===== src/rtl/cd_pkg.sv =====
package cd_pkg;
   typedef enum logic [2:0] {
      ST_BUSY  = 3'd0,
      ST_GUARD = 3'd1,
      ST_COMMIT = 3'd2,
      ST_SINGLE = 3'd3,
      ST_CLEAR = 3'd4
   } defer_st_e;
endpackage


===== src/rtl/cd_edge.sv =====
module cd_edge (
   input  logic clk,
   input  logic rst,
   input  logic sig_i,
   output logic rise_o
);
   logic prev_q;

   always_ff @(posedge clk) begin
      prev_q <= sig_i;
   end

   assign rise_o = sig_i & ~prev_q & ~rst;
endmodule


===== src/rtl/cd_timer.sv =====
module cd_timer #(
   parameter int CW = 8
) (
   input  logic          clk,
   input  logic          rst,
   input  logic          load_i,
   input  logic [CW-1:0] load_val_i,
   output logic          zero_o
);
   logic [CW-1:0] cnt_q;

   always_ff @(posedge clk) begin
      if (rst) begin
         cnt_q <= '0;
      end else if (load_i) begin
         cnt_q <= load_val_i;
      end else if (cnt_q != '0) begin
         cnt_q <= cnt_q - 1'b1;
      end
   end

   assign zero_o = (cnt_q == '0);

   // the counter only ever moves down by one or is reloaded
   a_r3_count_down : assert property (@(posedge clk) disable iff (rst)
      (!$past(load_i) && $past(cnt_q) != '0) |-> (cnt_q == $past(cnt_q) - 1'b1));
endmodule


===== src/rtl/cd_fsm.sv =====
module cd_fsm
   import cd_pkg::*;
#(
   parameter int CW = 8,
   parameter int GUARD_CYC = 32,
   parameter int COMMIT_CYC = 16,
   parameter int SINGLE_CYC = 48
) (
   input  logic          clk,
   input  logic          rst,
   input  logic          carrier_i,
   input  logic          carrier_rise_i,
   input  logic          single_mode_i,
   input  logic          full_duplex_i,
   input  logic          tmr_zero_i,
   output logic          tmr_load_o,
   output logic [CW-1:0] tmr_val_o,
   output logic          gap_clear_o,
   output logic [2:0]    state_o
);
   localparam logic [CW-1:0] GUARD_LD  = CW'(GUARD_CYC - 1);
   localparam logic [CW-1:0] COMMIT_LD = CW'(COMMIT_CYC - 1);
   localparam logic [CW-1:0] SINGLE_LD = CW'(SINGLE_CYC - 1);

   defer_st_e st_q, st_d;
   logic      clear_q;

   always_comb begin
      st_d       = st_q;
      tmr_load_o = 1'b0;
      tmr_val_o  = '0;
      if (full_duplex_i) begin
         st_d = ST_CLEAR;
      end else begin
         unique case (st_q)
            ST_BUSY: begin
               if (!carrier_i) begin
                  tmr_load_o = 1'b1;
                  if (single_mode_i) begin
                     st_d      = ST_SINGLE;
                     tmr_val_o = SINGLE_LD;
                  end else begin
                     st_d      = ST_GUARD;
                     tmr_val_o = GUARD_LD;
                  end
               end
            end
            ST_GUARD: begin
               if (carrier_i) begin
                  st_d = ST_BUSY;
               end else if (tmr_zero_i) begin
                  st_d       = ST_COMMIT;
                  tmr_load_o = 1'b1;
                  tmr_val_o  = COMMIT_LD;
               end
            end
            ST_COMMIT: begin
               if (tmr_zero_i) st_d = ST_CLEAR;
            end
            ST_SINGLE: begin
               if (tmr_zero_i) st_d = ST_CLEAR;
            end
            ST_CLEAR: begin
               if (carrier_rise_i) st_d = ST_BUSY;
            end
            default: st_d = ST_BUSY;
         endcase
      end
   end

   always_ff @(posedge clk) begin
      if (rst) begin
         st_q    <= carrier_i ? ST_BUSY : ST_CLEAR;
         clear_q <= ~carrier_i;
      end else begin
         st_q    <= st_d;
         clear_q <= (st_d == ST_CLEAR);
      end
   end

   assign gap_clear_o = clear_q;
   assign state_o     = st_q;

   // carrier high keeps the machine busy
   a_r2_busy_hold : assert property (@(posedge clk) disable iff (rst)
      (st_q == ST_BUSY && carrier_i && !full_duplex_i) |=> (st_q == ST_BUSY));
   // carrier in the guarded segment restarts deference
   a_r4_guard_restart : assert property (@(posedge clk) disable iff (rst)
      (st_q == ST_GUARD && carrier_i && !full_duplex_i) |=> (st_q == ST_BUSY));
   // the committed segment is never left for busy
   a_r5_commit_no_busy : assert property (@(posedge clk) disable iff (rst)
      (st_q == ST_COMMIT && !full_duplex_i) |=> (st_q == ST_COMMIT || st_q == ST_CLEAR));
   // the single timer is never left for busy
   a_r6_single_no_busy : assert property (@(posedge clk) disable iff (rst)
      (st_q == ST_SINGLE && !full_duplex_i) |=> (st_q == ST_SINGLE || st_q == ST_CLEAR));
   // a rising carrier in clear returns to busy
   a_r7_clear_to_busy : assert property (@(posedge clk) disable iff (rst)
      (st_q == ST_CLEAR && $rose(carrier_i) && !full_duplex_i) |=> (st_q == ST_BUSY));
   // full duplex forces the gap clear
   a_r8_fdx_clear : assert property (@(posedge clk) disable iff (rst)
      full_duplex_i |=> gap_clear_o);
   // the clear output agrees with the state code
   a_r9_clear_match : assert property (@(posedge clk) disable iff (rst)
      gap_clear_o == (st_q == ST_CLEAR));
endmodule


===== src/rtl/carrier_defer.sv =====
module carrier_defer #(
   parameter int CYC_PER_US = 125
) (
   input  logic       clk,
   input  logic       rst,
   input  logic       carrier_i,
   input  logic       single_mode_i,
   input  logic       full_duplex_i,
   output logic       gap_clear_o,
   output logic [2:0] state_o
);
   localparam int GUARD_CYC  = CYC_PER_US * 32 / 5;
   localparam int COMMIT_CYC = CYC_PER_US * 16 / 5;
   localparam int SINGLE_CYC = GUARD_CYC + COMMIT_CYC;
   localparam int CW         = $clog2(SINGLE_CYC + 1);

   generate
      if (CYC_PER_US < 5 || (CYC_PER_US % 5) != 0) begin : g_bad_rate
         $error("CYC_PER_US must be a positive multiple of 5");
      end
   endgenerate

   logic          rise;
   logic          tmr_load;
   logic [CW-1:0] tmr_val;
   logic          tmr_zero;

   cd_edge i_edge (
      .clk    (clk),
      .rst    (rst),
      .sig_i  (carrier_i),
      .rise_o (rise)
   );

   cd_timer #(.CW(CW)) i_timer (
      .clk        (clk),
      .rst        (rst),
      .load_i     (tmr_load),
      .load_val_i (tmr_val),
      .zero_o     (tmr_zero)
   );

   cd_fsm #(
      .CW         (CW),
      .GUARD_CYC  (GUARD_CYC),
      .COMMIT_CYC (COMMIT_CYC),
      .SINGLE_CYC (SINGLE_CYC)
   ) i_fsm (
      .clk            (clk),
      .rst            (rst),
      .carrier_i      (carrier_i),
      .carrier_rise_i (rise),
      .single_mode_i  (single_mode_i),
      .full_duplex_i  (full_duplex_i),
      .tmr_zero_i     (tmr_zero),
      .tmr_load_o     (tmr_load),
      .tmr_val_o      (tmr_val),
      .gap_clear_o    (gap_clear_o),
      .state_o        (state_o)
   );
endmodule


===== config.mk =====
export PLATFORM = sky130hd
export DESIGN_NAME = carrier_defer
export DESIGN_NICKNAME = d
export VERILOG_FILES = /design/src/rtl/cd_pkg.sv /design/src/rtl/cd_edge.sv /design/src/rtl/cd_timer.sv /design/src/rtl/cd_fsm.sv /design/src/rtl/carrier_defer.sv
export SDC_FILE = /design/constraint.sdc
export NUM_CORES = 1
export LEC_CHECK = 0
export BUFFER_PORTS_ARGS = -buffer_cell sky130_fd_sc_hd__buf_2
export CAP_MARGIN = 20
export CORE_AREA = 2 2 45 47
export DETAILED_ROUTE_END_ITERATION = 16
export DIE_AREA = 0 0 47 49
export HOLD_SLACK_MARGIN = 0.12
export PLACE_DENSITY = 0.75
export SLEW_MARGIN = 20
export SYNTH_ARGS = -nofsm -noshare
export SYNTH_HDL_FRONTEND = slang
export SYNTH_HIERARCHICAL = 1
export SYNTH_SLANG_ARGS = --single-unit
export TNS_END_PERCENT = 5

===== constraint.sdc =====
create_clock -name clk -period 8.6 [get_ports clk]
set_input_delay 0 -clock clk [delete_from_list [all_inputs] [get_ports clk]]
set_output_delay 0 -clock clk [all_outputs]
set_load 0.05 [all_outputs]

Word-level counts from Yosys, hierarchy flattened
Cells that the tools add are included.

word-level totals
  register bits = 16
  output and inout bits = 4

cells by class
  bitwise logic cells = 5
  reduce and logical (&&, ||, !) cells = 5
  equality and inequality tests = 5
  add/subtract/negate cells = 1
  multiplexer cells = 24

operators with widths
  operator               count
  $mux 11                6
  $mux 3                 8
  $pmux 11 s2            1
  $pmux 3 s4             1
  $logic_not 11->1       1
  $reduce_bool 11->1     1
  $sub 11x1->11 const B  1
  $mux 9                 1
  $eq 3x2->1 const B     2
  $eq 3x3->1 const B     2
  $mux 1                 5
  $eq 3x1->1 const B     1
  $logic_not 3->1        1
  $not 1->1              3
  $and 1x1->1            2
  $mux 2                 1
  $pmux 1 s2             1
  $reduce_bool 2->1      1
  $reduce_or 2->1        1

Longest topological paths before layout
Gate-level depths: netlist of the first run.

  depth after elaboration = 8
  gate-level depth with buffers = 10

Hierarchy
The synthesis of the first run kept the hierarchy.

by module, submodules not included
  module    area each (sq um)  cells an instance  times used  seq. area each (sq um)
  cd_timer  626.9              72                 1           220.2
  cd_fsm    300.3              36                 1           80.1
  cd_edge   32.5               2                  1           20.0

Worst setup path after synthesis of the first run
Ideal clock, no wire load.

  path type = register to register
  from = reg i_timer.cnt_q[0]
  to = reg i_timer.cnt_q[0]
  stages on the path, launching flop included = 11
  data required time = 8.478 ns
  library setup time = 0.122 ns
  arrival time = 2.997 ns
  slack = 5.481 ns
  cell sequence = dfxtp_1 inv_1 ha_1 or4b_1 buf_2 nor4_4 inv_1 a21oi_1 clkinv_1 and4_1 a311o_1

on the way
  cells in the longest elaborated chain, start to end = 6

RTL lines
  element                                              RTL line             source
  start, declared                                      cd_timer.sv:10       logic [CW-1:0] cnt_q;
  start signal, assigned                               cd_timer.sv:16       cnt_q <= load_val_i;
  start signal, assigned                               cd_timer.sv:18       cnt_q <= cnt_q - 1'b1;
  $logic_not 11->1 *                                   cd_timer.sv:22       assign zero_o = (cnt_q == '0);
  named net tmr_zero                                   carrier_defer.sv:26  logic tmr_zero;
  $mux 1 *                                             cd_fsm.sv:51         end else if (tmr_zero_i) begin
  $mux 1 *                                             cd_fsm.sv:49         if (carrier_i) begin
  $pmux 1 s2 *                                         cd_fsm.sv:35         unique case (st_q)
  $mux 1 *                                             cd_fsm.sv:32         if (full_duplex_i) begin
  named net tmr_load                                   carrier_defer.sv:24  logic tmr_load;
  $mux 11 / $reduce_bool 2->1 (equally long branches)  n/a

The timed path passes the listed nets; every way through them passes the cells marked *. The select of a mux whose other input is x is not followed.
A chain may end at the register's enable or synchronous reset.

Worst setup path in the final report of the first run
Ends and elaborated chain as after synthesis.

==> impl_metrics.tcl, run 1 <==
set metrics [dict create \
    critPathLaunchType "flip-flop" \
    synthCells 110 \
    remaining_drc_errors 0 \
    leakagePower_nw 0.385 \
    timing.rr.start "i_timer/cnt_q[0]$_SDFFE_PP0P_" \
    synth.net_count 116 \
    synth.distinct_cells 42 \
    final_area_sq_mm 0.00105 \
    synth.top_cell.area_share_pct 33.4 \
    max_freq_ghz 0.309 \
    end_kind "flip-flop" \
    routedWlPerCell_microns 13.1 \
    wirelength_microns 1880 \
    ys_seq_area_share_pct 33.4 \
    core_sq_mm 0.00184 \
    fin_skew_ns 0.00467 \
    cts_buffers 3 \
    synth_top_family_by_area "simple AND/OR/NAND/NOR gates" \
    avgSynthCellArea_sq_um 8.72 \
    gp_congestion 0.921 \
    nets 124 \
    synthAdderAreaFrac_pct 1.30 \
    post-route-min-period_ns 3.24 \
    overflow 0 \
    grt_usage_pct 18.5 \
    criticalPathCategory "reg -> reg" \
    rsz0062_at_grt "no" \
    ant_nets 0 \
    yosys.area_share.simple_pct 29.6 \
    vias_per_cell 5.98 \
    crit_fanout 19 \
    synth-seq-cells 16 \
    hold_viol 0 \
    grt_start_max_net_pins 20 \
    initial_core_util_pct 52.1 \
    ir_worst_vdd_uv 209 \
    fin_cells 144 \
    clockBufferDepth 2 \
    antenna_found_initial 0 \
    post_cts_buffers 0 \
    yosys.area.top_type "dfxtp_1" \
    yosys-mux-area-fraction_pct 1.04 \
    clock_latency_ns 0.28 \
    status "finished clean" \
    placedCellCount 135 \
    syn_area_sq_um 960 \
    fin_hold_ws_ns 0.431 \
    slew_viol_final 0 \
    fin_util_pct 57.1 \
    pwr_density_cell_mw_per_mm2 312 \
    die_height_microns 49 \
    grt_pass1_wl_microns 3150 \
    cts-root-buf "clkbuf_4" \
    min-delay-start "carrier_i" \
    grt_pass1_vias 785 \
    cp_data_arrival_time_ns 3.41 \
    drive_above_1_share_pct 17.9 \
    finalSetupViolCount 0 \
    dieArea_sq_mm 0.00230 \
    row_count 16 \
    max_slew_margin_pct 57.4 \
    startpoint "i_timer/cnt_q[0]$_SDFFE_PP0P_" \
    maxCapViolCount 0 \
    ff2ff_path_depth 10 \
    finalCritPeriodShare_pct 37.7 \
    place_hpwl_microns 1330 \
    cts_tree "done" \
    whs_path_depth 2 \
    setup_tns_ns 0 \
    antenna_cells 0 \
    dpl_cell_area_sq_um 965 \
    synth_compound_area_share_pct 21.3 \
    holdCritPathClass "in -> reg" \
    synth_xor_area_share_pct 2.74 \
    syn_to_final_growth_pct 9.52 \
    ioPinCount 9 \
    yosysWarnings 6 \
    critPathRequiredTime_ns 8.77 \
    worst_slew_pin_slew_ns 0.634 \
    cts_htree_levels 1 \
    vias 861 \
    portBuffers 8 \
    clkTransAtPathRegs_ns 0.10 \
    synth_area_leaders "dfxtp_1, buf_4, a21oi_1, nor4_4, nand2_1" \
    drt_first_iter_violations 24 \
    drtPass1Iterations 5 \
    die_w_microns 47 \
    clock_sinks 16 \
]
==> per-stage QoR <==
| step | setup WS (ns) | power, mW |
|---|---|---|
| 2_1_floorplan | 5.48 | 0.245 |
| 3_3_place_gp | 5.50 | 0.273 |
| 3_5_place_dp | 5.42 | 0.275 |
| 4_1_cts | 5.38 | 0.329 |
| 5_1_grt | 5.10 | 0.355 |
| 6_report | 5.36 | 0.328 |
==> worst paths after layout <==
kind                                   end  slack, ns
max          i_timer/cnt_q[0]$_SDFFE_PP0P_       5.36
min                  i_edge/prev_q$_DFF_P_       0.43
max reg2reg  i_timer/cnt_q[0]$_SDFFE_PP0P_       5.36
min reg2reg  i_timer/cnt_q[1]$_SDFFE_PP0P_       0.55
==> final cells by class <==
type,count,area [sq um]
Sequential cell,16,320
Multi-Input combinational cell,77,541
Clock buffer,4,36.3
Fill cell,172,791
Inverter,6,22.5
Tap cell,27,33.8
Timing Repair Buffer,14,97.6
==> registers in the layout (all words and copies together) (netlist names) <==
name / cells
i_edge/prev_q: 1
i_fsm/state_o: 3
i_timer/cnt_q: 11
i_fsm/gap_clear_o: 1
==> routing by layer <==
metal | vias up | share of wire, % | GRT usage (%) | wire length, microns
met5 | - | 0 | 0 | 0
met4 | 0 | 0.80 | 6.48 | 15
met3 | 2 | 4.5 | 4.44 | 85
met2 | 30 | 47 | 28.5 | 894
met1 | 402 | 47 | 24.4 | 887
li1 | 427 | - | - | -
==> cells in the mapped netlist (all sizes together) <==
cell / number
o2111ai: 1
and4: 1
o31ai: 2
nor2: 9
nor4b: 1
o41ai: 2
a311oi: 1
o221a: 2
ha: 1
a211oi: 2
and3b: 1
mux2i: 1
dfxtp: 16
nand4: 1
o21ai: 2
or4b: 1
inv: 5
clkbuf: 2
conb: 1
or3: 3
clkinv: 1
o211ai: 1
or4: 5
o311ai: 1
nor3b: 2
a21oi: 10
nand3: 2
nor4: 6
a211o: 1
nor3: 2
a2111oi: 2
buf: 9
xnor2: 3
a311o: 1
nand2: 9
==> worst max-delay path: stages, from the launching register on <==
cell	delay, ns
dfxtp_1	0.36
inv_1	0.07
ha_1	0.19
or4b_1	0.60
nor4_4	0.60
inv_1	0.12
a21oi_1	0.19
buf_4	0.23
clkinv_1	0.25
and4_1	0.26
a311o_1	0.25
==> cells by family after synthesis <==
kind of cell,Yosys count
XOR/XNOR,3
buffers and inverters,17
adder cells (fa/ha/maj),1
AO/OA/AOI/OAI,28
flip-flops,16
AND/OR/NAND/NOR,43
other,1
multiplexers,1
==> timing repair <==
item                      in CTS  in global routing
hold endpoints to repair      11                  0
hold buffers                   5                  0
resized for setup              0                  0
==> cells in the final DEF (no fill, tap or decap), drive strengths merged, types with 3 or more instances in the layout <==
cell	Yosys	routed
nor4	6	6
inv	5	5
dfxtp	16	16
buf	9	9
or3	3	3
or4	5	5
dlygate4sd3	0	5
nor2	9	9
xnor2	3	3
nand2	9	9
clkbuf	2	4
a21oi	10	10
==> power breakdown <==
group	total (mW)	internal, mW	switching, mW
clock	0.0491	0.0257	0.0233
combinational	0.157	0.0692	0.0873
sequential	0.123	0.0954	0.0271
total	0.328	0.190	0.138
(Power assumes the default switching activity.)
==> run 2, diff against run 1 <==
==> constraint.sdc (replaced) <==
create_clock -name clk -period 3.15 [get_ports clk]
set_input_delay 0 -clock clk [delete_from_list [all_inputs] [get_ports clk]]
set_output_delay 0 -clock clk [all_outputs]
set_load 0.05 [all_outputs]
==> run 2 against run 1 <==
Register-to-register slack got worse by 4.9 ns. Sequential power rose to 2.7 times the previous value. Count of clock-buffer cells in the layout did not move. Utilization rose by 0.41 points. Total power rose to 2.8 times the previous value. Non-clock buffer count rose by 1. Critical path type unchanged. Largest cell class unchanged.
==> impl_metrics.tcl, run 2 (synthesized netlist as in run 1, its figures left out) <==
set metrics [dict create \
    syn_to_final_growth_pct 10.3 \
    end_kind "flip-flop" \
    cts_htree_levels 1 \
    r2r-end "i_timer/cnt_q[0]$_SDFFE_PP0P_" \
    largest_reg_flops 11 \
    antenna_cells 0 \
    crit_slowest_cell "or4b_1" \
    grt_start_max_net_pins 19 \
    multi_input_area_sq_um 541 \
    ff2ff_path_depth 9 \
    leakagePower_nw 0.391 \
    drtPass1Iterations 5 \
    gp_congestion 0.953 \
    regArea_sq_um 320 \
    final_area_sq_mm 0.00106 \
    ant_nets 0 \
    vias 852 \
    clkTransAtPathRegs_ns 0.08 \
    finalSetupViolCount 0 \
    grtUsageMet1_pct 26.7 \
    cp.buffers_inverters 3 \
    r2r_slack_ns 0.43 \
    startpoint "i_timer/cnt_q[0]$_SDFFE_PP0P_" \
    initial_core_util_pct 52.1 \
    row_count 16 \
    worst-path-stages 9 \
    hold_viol 0 \
    finalCritPeriodShare_pct 86.5 \
    core_sq_mm 0.00184 \
    die_height_microns 49 \
    grt_pass1_vias 809 \
    grt_usage_pct 21.0 \
    post_cts_buffers 0 \
    vias_per_cell 5.88 \
    drt_first_iter_violations 19 \
    slowest_delay_ns 0.60 \
    crit_path_end "i_timer/cnt_q[0]$_SDFFE_PP0P_" \
    slew_viol_final 0 \
    timing.rr.start "i_timer/cnt_q[0]$_SDFFE_PP0P_" \
    post-route-min-period_ns 2.72 \
    cp_data_arrival_time_ns 2.90 \
    met3_usage_pct 7.78 \
    grt-busiest-layer "met2" \
    dpl_cell_area_sq_um 972 \
    clock_sinks 16 \
    critPathLaunchType "flip-flop" \
    ir_worst_vdd_uv 634 \
    antenna_found_initial 0 \
    clock_latency_ns 0.30 \
    top_register "i_timer/cnt_q" \
    cpMostUsedCell "inv_1" \
    remaining_drc_errors 0 \
    cts_tree "done" \
    cp_cell_sequence "inv_1, ha_1, or4b_1, nor4_4, inv_1, a21oi_1, clkinv_1, and4_1, a311o_1" \
    met2_usage_pct 30.1 \
    wirelength_microns 2060 \
    criticalPathCategory "reg -> reg" \
    portBuffers 8 \
    final_common_cell "dfxtp_1" \
    critPathRequiredTime_ns 3.33 \
    whs_path_depth 2 \
    overflow 0 \
    fin_skew_ns 0.0121 \
    nets 125 \
    place_hpwl_microns 1350 \
    cts-root-buf "clkbuf_4" \
    die_w_microns 47 \
    crit_fanout 10 \
    final_cell_mix "dfxtp_1, nor2_1, nand2_1, a21oi_1, buf_2" \
    maxCapViolCount 0 \
    rsz0062_at_grt "no" \
    routedWlPerCell_microns 14.2 \
    fill_cells 169 \
    holdCritPathClass "in -> reg" \
    grt_pass1_wl_microns 3500 \
    clockBufferDepth 2 \
    worst_slew_pin_slew_ns 0.575 \
    status "finished clean" \
    setup_tns_ns 0 \
    pwr_density_cell_mw_per_mm2 861 \
    drive_above_1_share_pct 18.6 \
    dieArea_sq_mm 0.00230 \
    cts_buffers 3 \
    ioPinCount 9 \
    max_slew_margin_pct 61.3 \
    max_freq_ghz 0.367 \
    cpLargestDelayFamily "simple AND/OR/NAND/NOR gates" \
]
-- run 2: final cells by class --
type / instances / share of cell area, %
tap: 27 / 3.19
sequential: 16 / 30.3
clock buffer: 4 / 3.43
inverter: 6 / 2.13
multi-input combinational: 77 / 51.1
timing repair buffer: 15 / 9.93
-- run 2: worst min path at each step --
| stage | start | end | slack (ns) |
|---|---|---|---|
| finish | carrier_i | i_edge/prev_q$_DFF_P_ | 0.43 |
| global route | carrier_i | i_edge/prev_q$_DFF_P_ | 0.44 |
| CTS | carrier_i | i_edge/prev_q$_DFF_P_ | 0.40 |
| detailed placement | carrier_i | i_edge/prev_q$_DFF_P_ | 0.18 |
| global placement | carrier_i | i_edge/prev_q$_DFF_P_ | 0.17 |
| floorplan | carrier_i | i_edge/prev_q$_DFF_P_ | 0.03 |
-- run 2: layer usage --
metal / vias up / part of all wire (%)
li1: 427 / -
met1: 389 / 44
met2: 32 / 47
met3: 4 / 6.4
met4: 0 / 1.9
met5: - / 0
-- run 2: where the power goes --
part	switching, mW	internal, mW	total [mW]	leakage [nW]
sequential	0.0731	0.261	0.334	0.132
clock	0.0660	0.0707	0.137	0.0210
combinational	0.241	0.200	0.441	0.238
total	0.380	0.531	0.912	0.391
-- run 2: what timing repair did --
action	4_1_cts	5_1_grt
hold endpoints to repair	11	0
gates resized for setup	0	0
hold buffers	5	0
-- run 2: worst register-to-register path, stage by stage, from the launching register on --
cell and delay, ns:
dfxtp_1 0.35, inv_1 0.07, ha_1 0.19, or4b_1 0.60, nor4_4 0.28, inv_1 0.09
a21oi_1 0.19, clkinv_1 0.28, and4_1 0.28, a311o_1 0.27
-- run 2: per-stage QoR --
stage | setup slack [ns] | std cells | hold WS (ns) | power [mW] | utilization [%]
2_1_floorplan | 0.0311 | 110 | 0.0277 | 0.669 | -
3_3_place_gp | 0.559 | 136 | 0.169 | 0.750 | 52.8
3_5_place_dp | 0.475 | 136 | 0.176 | 0.761 | 52.8
4_1_cts | 0.465 | 145 | 0.398 | 0.907 | 57.5
5_1_grt | 0.200 | 145 | 0.437 | 0.982 | 57.5
6_report | 0.427 | 145 | 0.428 | 0.912 | 57.5
